$ cat src/rtl/irq_arb_pkg.sv
package irq_arb_pkg;

   localparam int unsigned PRIO_W_DEF = 3;

   // smallest power of two not below n (at least 1)
   function automatic int unsigned pow2_ceil(input int unsigned n);
      int unsigned p;
      p = 1;
      for (int i = 0; i < 32; i++) begin
         if (p < n) p = p << 1;
      end
      return p;
   endfunction

endpackage

$ cat src/rtl/irq_arb_leaf.sv
module irq_arb_leaf #(
   parameter int unsigned PRIO_W = 3,
   parameter int unsigned ID_W   = 7,
   parameter int unsigned SRC_ID = 1
) (
   input  logic              pending,
   input  logic              enable,
   input  logic [PRIO_W-1:0] prio,
   output logic [PRIO_W-1:0] cand_prio,
   output logic [ID_W-1:0]   cand_id
);
   // priority 0 folds into "not eligible": an empty candidate is prio 0, id 0
   logic eligible;

   assign eligible  = pending & enable & (prio != '0);
   assign cand_prio = eligible ? prio : '0;
   assign cand_id   = eligible ? ID_W'(SRC_ID) : '0;

endmodule

$ cat src/rtl/irq_arb_node.sv
module irq_arb_node #(
   parameter int unsigned PRIO_W = 3,
   parameter int unsigned ID_W   = 7
) (
   input  logic [PRIO_W-1:0] lo_prio,
   input  logic [ID_W-1:0]   lo_id,
   input  logic [PRIO_W-1:0] hi_prio,
   input  logic [ID_W-1:0]   hi_id,
   output logic [PRIO_W-1:0] out_prio,
   output logic [ID_W-1:0]   out_id
);
   // the lo side always holds the smaller IDs, so only a strictly larger
   // priority on the hi side may displace it
   logic take_hi;

   assign take_hi  = hi_prio > lo_prio;
   assign out_prio = take_hi ? hi_prio : lo_prio;
   assign out_id   = take_hi ? hi_id   : lo_id;

endmodule

$ cat src/rtl/irq_arb_tree.sv
module irq_arb_tree
   import irq_arb_pkg::*;
#(
   parameter int unsigned NUM_SRC = 127,
   parameter int unsigned PRIO_W  = PRIO_W_DEF,
   parameter int unsigned ID_W    = 7
) (
   input  logic [NUM_SRC-1:0]        pend,
   input  logic [NUM_SRC-1:0]        en,
   input  logic [NUM_SRC*PRIO_W-1:0] prio,
   output logic [PRIO_W-1:0]         win_prio,
   output logic [ID_W-1:0]           win_id
);
   localparam int unsigned LEAVES     = pow2_ceil(NUM_SRC);
   localparam int unsigned NODES      = 2 * LEAVES - 1;
   localparam int unsigned FIRST_LEAF = LEAVES - 1;

   // heap layout: node k has children 2k+1 (lower IDs) and 2k+2
   logic [PRIO_W-1:0] n_prio [NODES];
   logic [ID_W-1:0]   n_id   [NODES];

   generate
      for (genvar i = 0; i < LEAVES; i++) begin : g_leaf
         if (i < NUM_SRC) begin : g_real
            irq_arb_leaf #(
               .PRIO_W (PRIO_W),
               .ID_W   (ID_W),
               .SRC_ID (i + 1)
            ) u_leaf (
               .pending   (pend[i]),
               .enable    (en[i]),
               .prio      (prio[i*PRIO_W +: PRIO_W]),
               .cand_prio (n_prio[FIRST_LEAF+i]),
               .cand_id   (n_id[FIRST_LEAF+i])
            );
         end else begin : g_pad
            assign n_prio[FIRST_LEAF+i] = '0;
            assign n_id[FIRST_LEAF+i]   = '0;
         end
      end

      for (genvar k = 0; k < LEAVES - 1; k++) begin : g_node
         irq_arb_node #(
            .PRIO_W (PRIO_W),
            .ID_W   (ID_W)
         ) u_node (
            .lo_prio  (n_prio[2*k+1]),
            .lo_id    (n_id[2*k+1]),
            .hi_prio  (n_prio[2*k+2]),
            .hi_id    (n_id[2*k+2]),
            .out_prio (n_prio[k]),
            .out_id   (n_id[k])
         );
      end
   endgenerate

   assign win_prio = n_prio[0];
   assign win_id   = n_id[0];

endmodule

$ cat src/rtl/irq_prio_arbiter.sv
module irq_prio_arbiter
   import irq_arb_pkg::*;
#(
   parameter int unsigned NUM_SRC = 127,
   parameter int unsigned PRIO_W  = PRIO_W_DEF,
   parameter int unsigned ID_W    = $clog2(NUM_SRC + 1),
   parameter int unsigned REG_OUT = 1
) (
   input  logic                      clk,
   input  logic                      rst_n,
   input  logic [NUM_SRC-1:0]        src_pending,
   input  logic [NUM_SRC-1:0]        src_enable,
   input  logic [NUM_SRC*PRIO_W-1:0] src_prio,
   input  logic [PRIO_W-1:0]         threshold,
   output logic [ID_W-1:0]           claim_id,
   output logic                      hart_irq,
   output logic [ID_W-1:0]           hart_id
);
   generate
      if (NUM_SRC < 1) begin : g_bad_count
         $error("irq_prio_arbiter: NUM_SRC must be at least 1");
      end
      if (NUM_SRC > (1 << ID_W) - 1) begin : g_bad_idw
         $error("irq_prio_arbiter: ID_W too narrow for NUM_SRC");
      end
      if (PRIO_W < 1) begin : g_bad_prio
         $error("irq_prio_arbiter: PRIO_W must be at least 1");
      end
      if (REG_OUT > 1) begin : g_bad_reg
         $error("irq_prio_arbiter: REG_OUT must be 0 or 1");
      end
   endgenerate

   logic [PRIO_W-1:0] win_prio;
   logic [ID_W-1:0]   win_id;
   logic              nxt_irq;
   logic [ID_W-1:0]   nxt_hart_id;

   irq_arb_tree #(
      .NUM_SRC (NUM_SRC),
      .PRIO_W  (PRIO_W),
      .ID_W    (ID_W)
   ) u_tree (
      .pend     (src_pending),
      .en       (src_enable),
      .prio     (src_prio),
      .win_prio (win_prio),
      .win_id   (win_id)
   );

   // an empty result carries priority 0, which no threshold can exceed
   assign nxt_irq     = win_prio > threshold;
   assign nxt_hart_id = nxt_irq ? win_id : '0;

   generate
      if (REG_OUT != 0) begin : g_reg
         always_ff @(posedge clk or negedge rst_n) begin
            if (!rst_n) begin
               claim_id <= '0;
               hart_irq <= 1'b0;
               hart_id  <= '0;
            end else begin
               claim_id <= win_id;
               hart_irq <= nxt_irq;
               hart_id  <= nxt_hart_id;
            end
         end
      end else begin : g_comb
         assign claim_id = win_id;
         assign hart_irq = nxt_irq;
         assign hart_id  = nxt_hart_id;
      end
   endgenerate

endmodule

$ cat config.mk
export PLATFORM = sky130hd
export DESIGN_NAME = irq_prio_arbiter
export DESIGN_NICKNAME = d
export VERILOG_FILES = /design/src/rtl/irq_arb_pkg.sv /design/src/rtl/irq_arb_leaf.sv /design/src/rtl/irq_arb_node.sv /design/src/rtl/irq_arb_tree.sv /design/src/rtl/irq_prio_arbiter.sv
export SDC_FILE = /design/constraint.sdc
export NUM_CORES = 1
export LEC_CHECK = 0
export BUFFER_PORTS_ARGS = -buffer_cell sky130_fd_sc_hd__buf_4
export CAP_MARGIN = 20
export CORE_UTILIZATION = 25
export DETAILED_ROUTE_END_ITERATION = 8
export SYNTH_ARGS = -nofsm -noshare
export SYNTH_HDL_FRONTEND = slang
export SYNTH_SLANG_ARGS = --single-unit
$ cat constraint.sdc
create_clock -name clk -period 1 [get_ports clk]
set_clock_uncertainty 0.15 [all_clocks]
set_input_delay 0.05 -clock clk [delete_from_list [all_inputs] [get_ports clk]]
set_output_delay 0.05 -clock clk [all_outputs]
set_load 0.01 [all_outputs]
==> flow_summary.toml, run 1 <==
[floorplanning]
die_area_mm2 = 0.0800
core_area_mm2 = 0.0777
pin_count = 655
row_count = 102
fp.dieW_um = 283
start_util = 0.254
fp.dieH_um = 283

[drt]
met2_length_mm = 46.5
via_count = 27600
top_layer_used = "met4"
drc_errors = 0
wl_per_cell_um = 16.6
viasPerCell = 5.01
met1_length_mm = 38.5
drt_wl_total_mm = 91.5
first_pass_iters = 5
drt_iter0_drc = 1005
wl_met3_mm = 3.97
ant_nets = 0

[timing]
rsz0062_at_grt = "true"
fin_crit_ns = 8.98
fin_tns_setup_ns = -115.76
setup_ws_ns = -7.98
setup_viol = 17
slew_viol_final = 0
hold_viol = 0
whs_ns = 0.128
worstMarginPinSlew_ns = 0.962
max_slew_margin = 0.349
max_freq_mhz = 111
fin_crit_sh = 8.98

[pwr]
power_frac_seq = 0.010
power.internal_uw = 62800
netSwitchingPower_uw = 55900
swShare = 0.471
power.density_mw_per_mm2 = 3190
ir_drop_v = 0.00658
clkPwrFrac = 0.006
combPwrFrac = 0.983
static-leakage-power_uw = 0.0189

[run_status]
violations = "negative setup slack"
outcome = "finished with violations"

[critical_path]
cp-start-kind = "input pin"
critPathMaxFanout = 7
path_buf_inv = 9
worst_path_largest_cell_delay_ns = 0.38
path_delay_family = "compound AO/OA/AOI/OAI gates"
critPathArrivalTime_ns = 8.95
cp.required_ns = 0.98
critical_path_class = "in -> reg"
end_kind = "register"
slowest_stage = "mux2_2"
cpMostUsedCell = "ha_4"

[logic_synthesis]
async_flop_share = 1.00
synth_nets = 3725
ys_seq_area_frac = 0.0190
synth-seq-cells = 15
synth_edf_count = 0
yosysUniqueCellTypes = 82
synth_area_per_cell_um2 = 7.29
yosys_warnings = 0
postSynthCellCount = 2704
syn_area_mm2 = 0.0197
synth_top_flop_cell = "dfrtp_1"

[clock_network]
clock_path_buffers = 2
cts_buffers = 3
h-tree-depth = 1
cts_sinks = 15
root_buffer = "clkbuf_16"
cts_tree = "built"
clk_pin_slew_worst_paths_ns = 0.05

[global_routing]
grt_pass1_wl_mm = 137
grt_overflow = 0
antenna_found_initial = 8
track_usage = 0.214
grt_max_degree = 16
grt_pass1_vias = 27300

[cells_and_area]
final_common_cell = "buf_4"
area_growth_pct = 88.8
final_cell_mix = "1725 x buf_4, 328 x nand3_1, 315 x ha_1, 305 x inv_1, 192 x nand2_1"
drive_above_1_share = 0.517
final_cell_area_mm2 = 0.0372
fin_nets = 5480

[place]
place_congestion = 0.994
place_area_mm2 = 0.0336
portBuffers = 654
dpl.hpwl_mm = 78.8
post-place-ws_ns = -8.74

[job]
maxCapViolCount = 0

[worst_hold_path]
holdCritPathClass = "in -> async"
[worst max path at each step]
stage / slack, ns / depth (start not counted) / from / endpoint
4_1_cts: -7.79 / 50 / src_pending[53] / hart_id[4]
5_1_grt: -8.54 / 50 / src_pending[24] / hart_id[0]
3_3_place_gp: -8.48 / 52 / src_pending[63] / hart_id[0]
3_5_place_dp: -8.74 / 52 / src_pending[59] / hart_id[4]
2_1_floorplan: -7.81 / 50 / src_prio[29] / hart_id[0]
6_report: -7.98 / 49 / src_pending[24] / hart_id[0]
[cell usage after synthesis (all sizes together) (55+ instances only)]
cell type | instances | area (µm²)
nor2 | 73 | 274
nand2 | 195 | 732
o311ai | 81 | 709
nand3 | 400 | 2000
o21ai | 69 | 353
and3 | 80 | 505
inv | 329 | 1230
nand3b | 108 | 811
nor3 | 57 | 285
mux2i | 201 | 2030
ha | 381 | 4770
a21oi | 206 | 1110
a32oi | 55 | 587
mux2 | 106 | 1200
[power groups by stage]
stage	logic [µW]	clock network, µW	registers (µW)
2_1_floorplan	45200	0	1320
3_3_place_gp	90400	0	1190
3_5_place_dp	91000	0	1180
4_1_cts	105000	774	1210
5_1_grt	122000	810	1220
6_report	117000	755	1230
[cell type report]
class	count	area, µm²
Fill cell	7519	40500
Multi-Input combinational cell	2345	20800
Timing Repair Buffer	1765	13400
Tap cell	1040	1300
Inverter	329	1230
Sequential cell	15	377
Clock buffer	4	78.8
Antenna cell	8	20.0
[per-stage QoR]
stage	total power [µW]	util	cells
finish	119000	0.479	5506
global route	124000	0.479	5506
CTS	107000	0.462	5464
detailed placement	92200	0.432	5320
global placement	91600	0.432	5320
floorplan	46600	-	2704
[cell families (layout without fill, tap and decap cells)]
| logic type | Yosys count | count (layout) | synth area share |
|---|---|---|---|
| AND/OR/NAND/NOR | 1055 | 1055 | 0.286 |
| AO/OA/AOI/OAI | 602 | 602 | 0.223 |
| adder cells (fa/ha/maj) | 381 | 381 | 0.242 |
| buffers and inverters | 344 | 2098 | 0.0661 |
| multiplexers | 307 | 307 | 0.164 |
| flip-flops | 15 | 15 | 0.0190 |
| other | 0 | 8 | 0 |
[per-layer routing]
metal  global-route usage  vias up
met5                    0        -
met4               0.0578        0
met3               0.0226      132
met2                0.404      633
met1                0.252    12800
li1                     -    14000
[what timing repair did]
item | 4_1_cts | 5_1_grt
endpoints found under the setup margin | 17 | 17
hold endpoints to repair | 15 | 0
resized for setup | 244 | 177
hold buffers | 1 | 0
setup buffers | 141 | 39
pin swaps | 96 | 104
[sequential cells by signal, summed over array words and instances, names as in the netlist]
register,flops
hart_id,7
claim_id,7
hart_irq,1
No activity file was read; power rests on OpenSTA's default activity.
==> inputs of run 2 (changes only) <==
==> constraint.sdc (replaced) <==
create_clock -name clk -period 8.1 [get_ports clk]
set_clock_uncertainty 0.15 [all_clocks]
set_input_delay 1.62 -clock clk [delete_from_list [all_inputs] [get_ports clk]]
set_output_delay 1.62 -clock clk [all_outputs]
set_load 0.01 [all_outputs]
==> run 2 against run 1 <==
The flow still finishes with violations (negative setup slack). Die area is the same. Setup slack improved by 5.4 ns. First-iteration DRC count is 0.80% lower. Non-clock buffer count is 205 lower. Final area is 5.0% lower. Global-route usage shrank 0.76 points. Clock-buffer cell count decreased by 1. Critical endpoint unchanged. Highest routed layer is now met5.
==> flow_summary.toml, run 2 (synthesis gave the netlist of run 1 again) <==
[cells_and_area]
utilization = 0.455
area_growth_pct = 79.3
drive_above_1_share = 0.482
fin_nets = 5275
final_common_cell = "buf_4"
top_regs = "claim_id x7, hart_id x7, hart_irq x1"
fill_cells = 7669
final_cell_mix = "1501 x buf_4, 342 x nand3_1, 327 x ha_1, 304 x inv_1, 187 x nand2_1"
final_cell_area_mm2 = 0.0353

[job]
maxCapViolCount = 0

[pwr]
static-leakage-power_uw = 0.0179
power.internal_uw = 9580
clkPwrFrac = 0.005
netSwitchingPower_uw = 9520
power.density_mw_per_mm2 = 541
power_frac_seq = 0.012
swShare = 0.498
combPwrFrac = 0.983
ir_drop_v = 0.00122

[clock_network]
clock_path_buffers = 2
cts_sinks = 15
hold_buffers = 0
cts_tree = "built"
clk_pin_slew_worst_paths_ns = 0.05
root_buffer = "clkbuf_16"
h-tree-depth = 1
cts_buffers = 3

[worst_hold_path]
holdCritPathClass = "in -> async"

[timing]
fin_crit_sh = 1.32
fin_crit_ns = 10.68
worstMarginPinSlew_ns = 1.16
max_slew_margin = 0.216
rsz0062_at_grt = "true"
slew_viol_final = 0
max_freq_mhz = 93.6
hold_viol = 0
setup_ws_ns = -2.58
setup_viol = 15
whs_ns = 1.07

[floorplanning]
pin_count = 655
die_area_mm2 = 0.0800
start_util = 0.254
fp.dieH_um = 283
core_area_mm2 = 0.0777
fp.dieW_um = 283
row_count = 102

[critical_path]
cp-start-kind = "input pin"
slowest_stage = "mux2_4"
end_kind = "register"
cpMostUsedCell = "buf_4"
cp.required_ns = 8.09
critPathMaxFanout = 6
worst_path_largest_cell_delay_ns = 0.36
critical_path_class = "in -> reg"
critPathArrivalTime_ns = 10.67

[drt]
drc_errors = 0
viasPerCell = 5.03
first_pass_iters = 7
wl_per_cell_um = 16.6
ant_nets = 0
drt_wl_total_mm = 87.7
via_count = 26600
drt_iter0_drc = 997

[global_routing]
grt_pass1_wl_mm = 131
grt_overflow = 0
grt_max_degree = 16
grt_pass1_vias = 26200
track_usage = 0.206
antenna_found_initial = 6

[place]
dpl.hpwl_mm = 76.4
place_congestion = 0.915
portBuffers = 654
place_area_mm2 = 0.0322

[run_status]
outcome = "finished with violations"
violations = "negative setup slack"
## run 2: cell count changes in the layout (fill, tap and decap cells not counted), sizes merged
cell	before	now
clkbuf	4	3
buf	1764	1560
dlygate4sd3	1	0
clkinv	0	1
diode	8	4
## run 2: cell type report
| class | instances | area (µm²) | area share |
|---|---|---|---|
| repair buffers | 1560 | 12000 | 0.338 |
| clock buffers | 3 | 75.1 | 0.00212 |
| clock inverters | 1 | 5.00 | 0.000142 |
| inverters | 329 | 1240 | 0.0351 |
| multi-input cells | 2345 | 20400 | 0.577 |
| diodes | 4 | 10.0 | 0.000283 |
| flip-flops and latches | 15 | 375 | 0.0106 |
| well taps | 1040 | 1300 | 0.0368 |
## run 2: how the worst max path moves through the flow
| stage | cells past startpoint | endpoint | startpoint | slack, ns |
|---|---|---|---|---|
| after CTS | 52 | hart_id[4] | src_enable[53] | -2.21 |
| after global routing | 51 | hart_id[0] | src_pending[110] | -3.17 |
| final | 56 | hart_id[0] | src_pending[107] | -2.58 |
| after detailed placement | 51 | hart_id[4] | src_pending[59] | -3.28 |
| after global placement | 53 | hart_id[0] | src_pending[59] | -3.21 |
| after floorplan | 50 | hart_id[0] | src_prio[29] | -2.28 |
## run 2: metrics by stage
step	power, µW	cells	TNS [ns]	setup WS, ns
6_report	19100	5297	-33.86	-2.58
5_1_grt	20800	5297	-40.89	-3.17
4_1_cts	17800	5278	-28.37	-2.21
3_5_place_dp	15800	5138	-44.58	-3.28
3_3_place_gp	15700	5138	-44.06	-3.21
2_1_floorplan	8110	2704	-27.58	-2.28
## run 2: repair_timing
item,CTS,global route
gates resized for setup,284,85
buffers inserted,138,16
pin swaps,99,28
setup endpoints to repair,15,15
## run 2: critical path: cells and delay by family
kind | cells | cell delay [ns]
AOI/OAI and AO/OA | 14 | 2.55
adders and majority gates | 8 | 2.14
buffers and inverters | 15 | 1.71
muxes | 4 | 0.96
and+or+nand+nor | 15 | 1.67
## run 2: routing by layer
| metal | routed length (µm) | global-route usage |
|---|---|---|
| met3 | 3520 | 0.0211 |
| met1 | 37400 | 0.243 |
| met5 | 27 | 0 |
| met4 | 2920 | 0.0604 |
| met2 | 43900 | 0.388 |
## run 2: power groups by stage
stage          registers, µW  clock network, µW  logic (µW)
2_1_floorplan            234                  0        7870
3_3_place_gp             229                  0       15500
3_5_place_dp             229                  0       15600
4_1_cts                  229               99.8       17500
5_1_grt                  229                104       20400
6_report                 228               98.5       18800
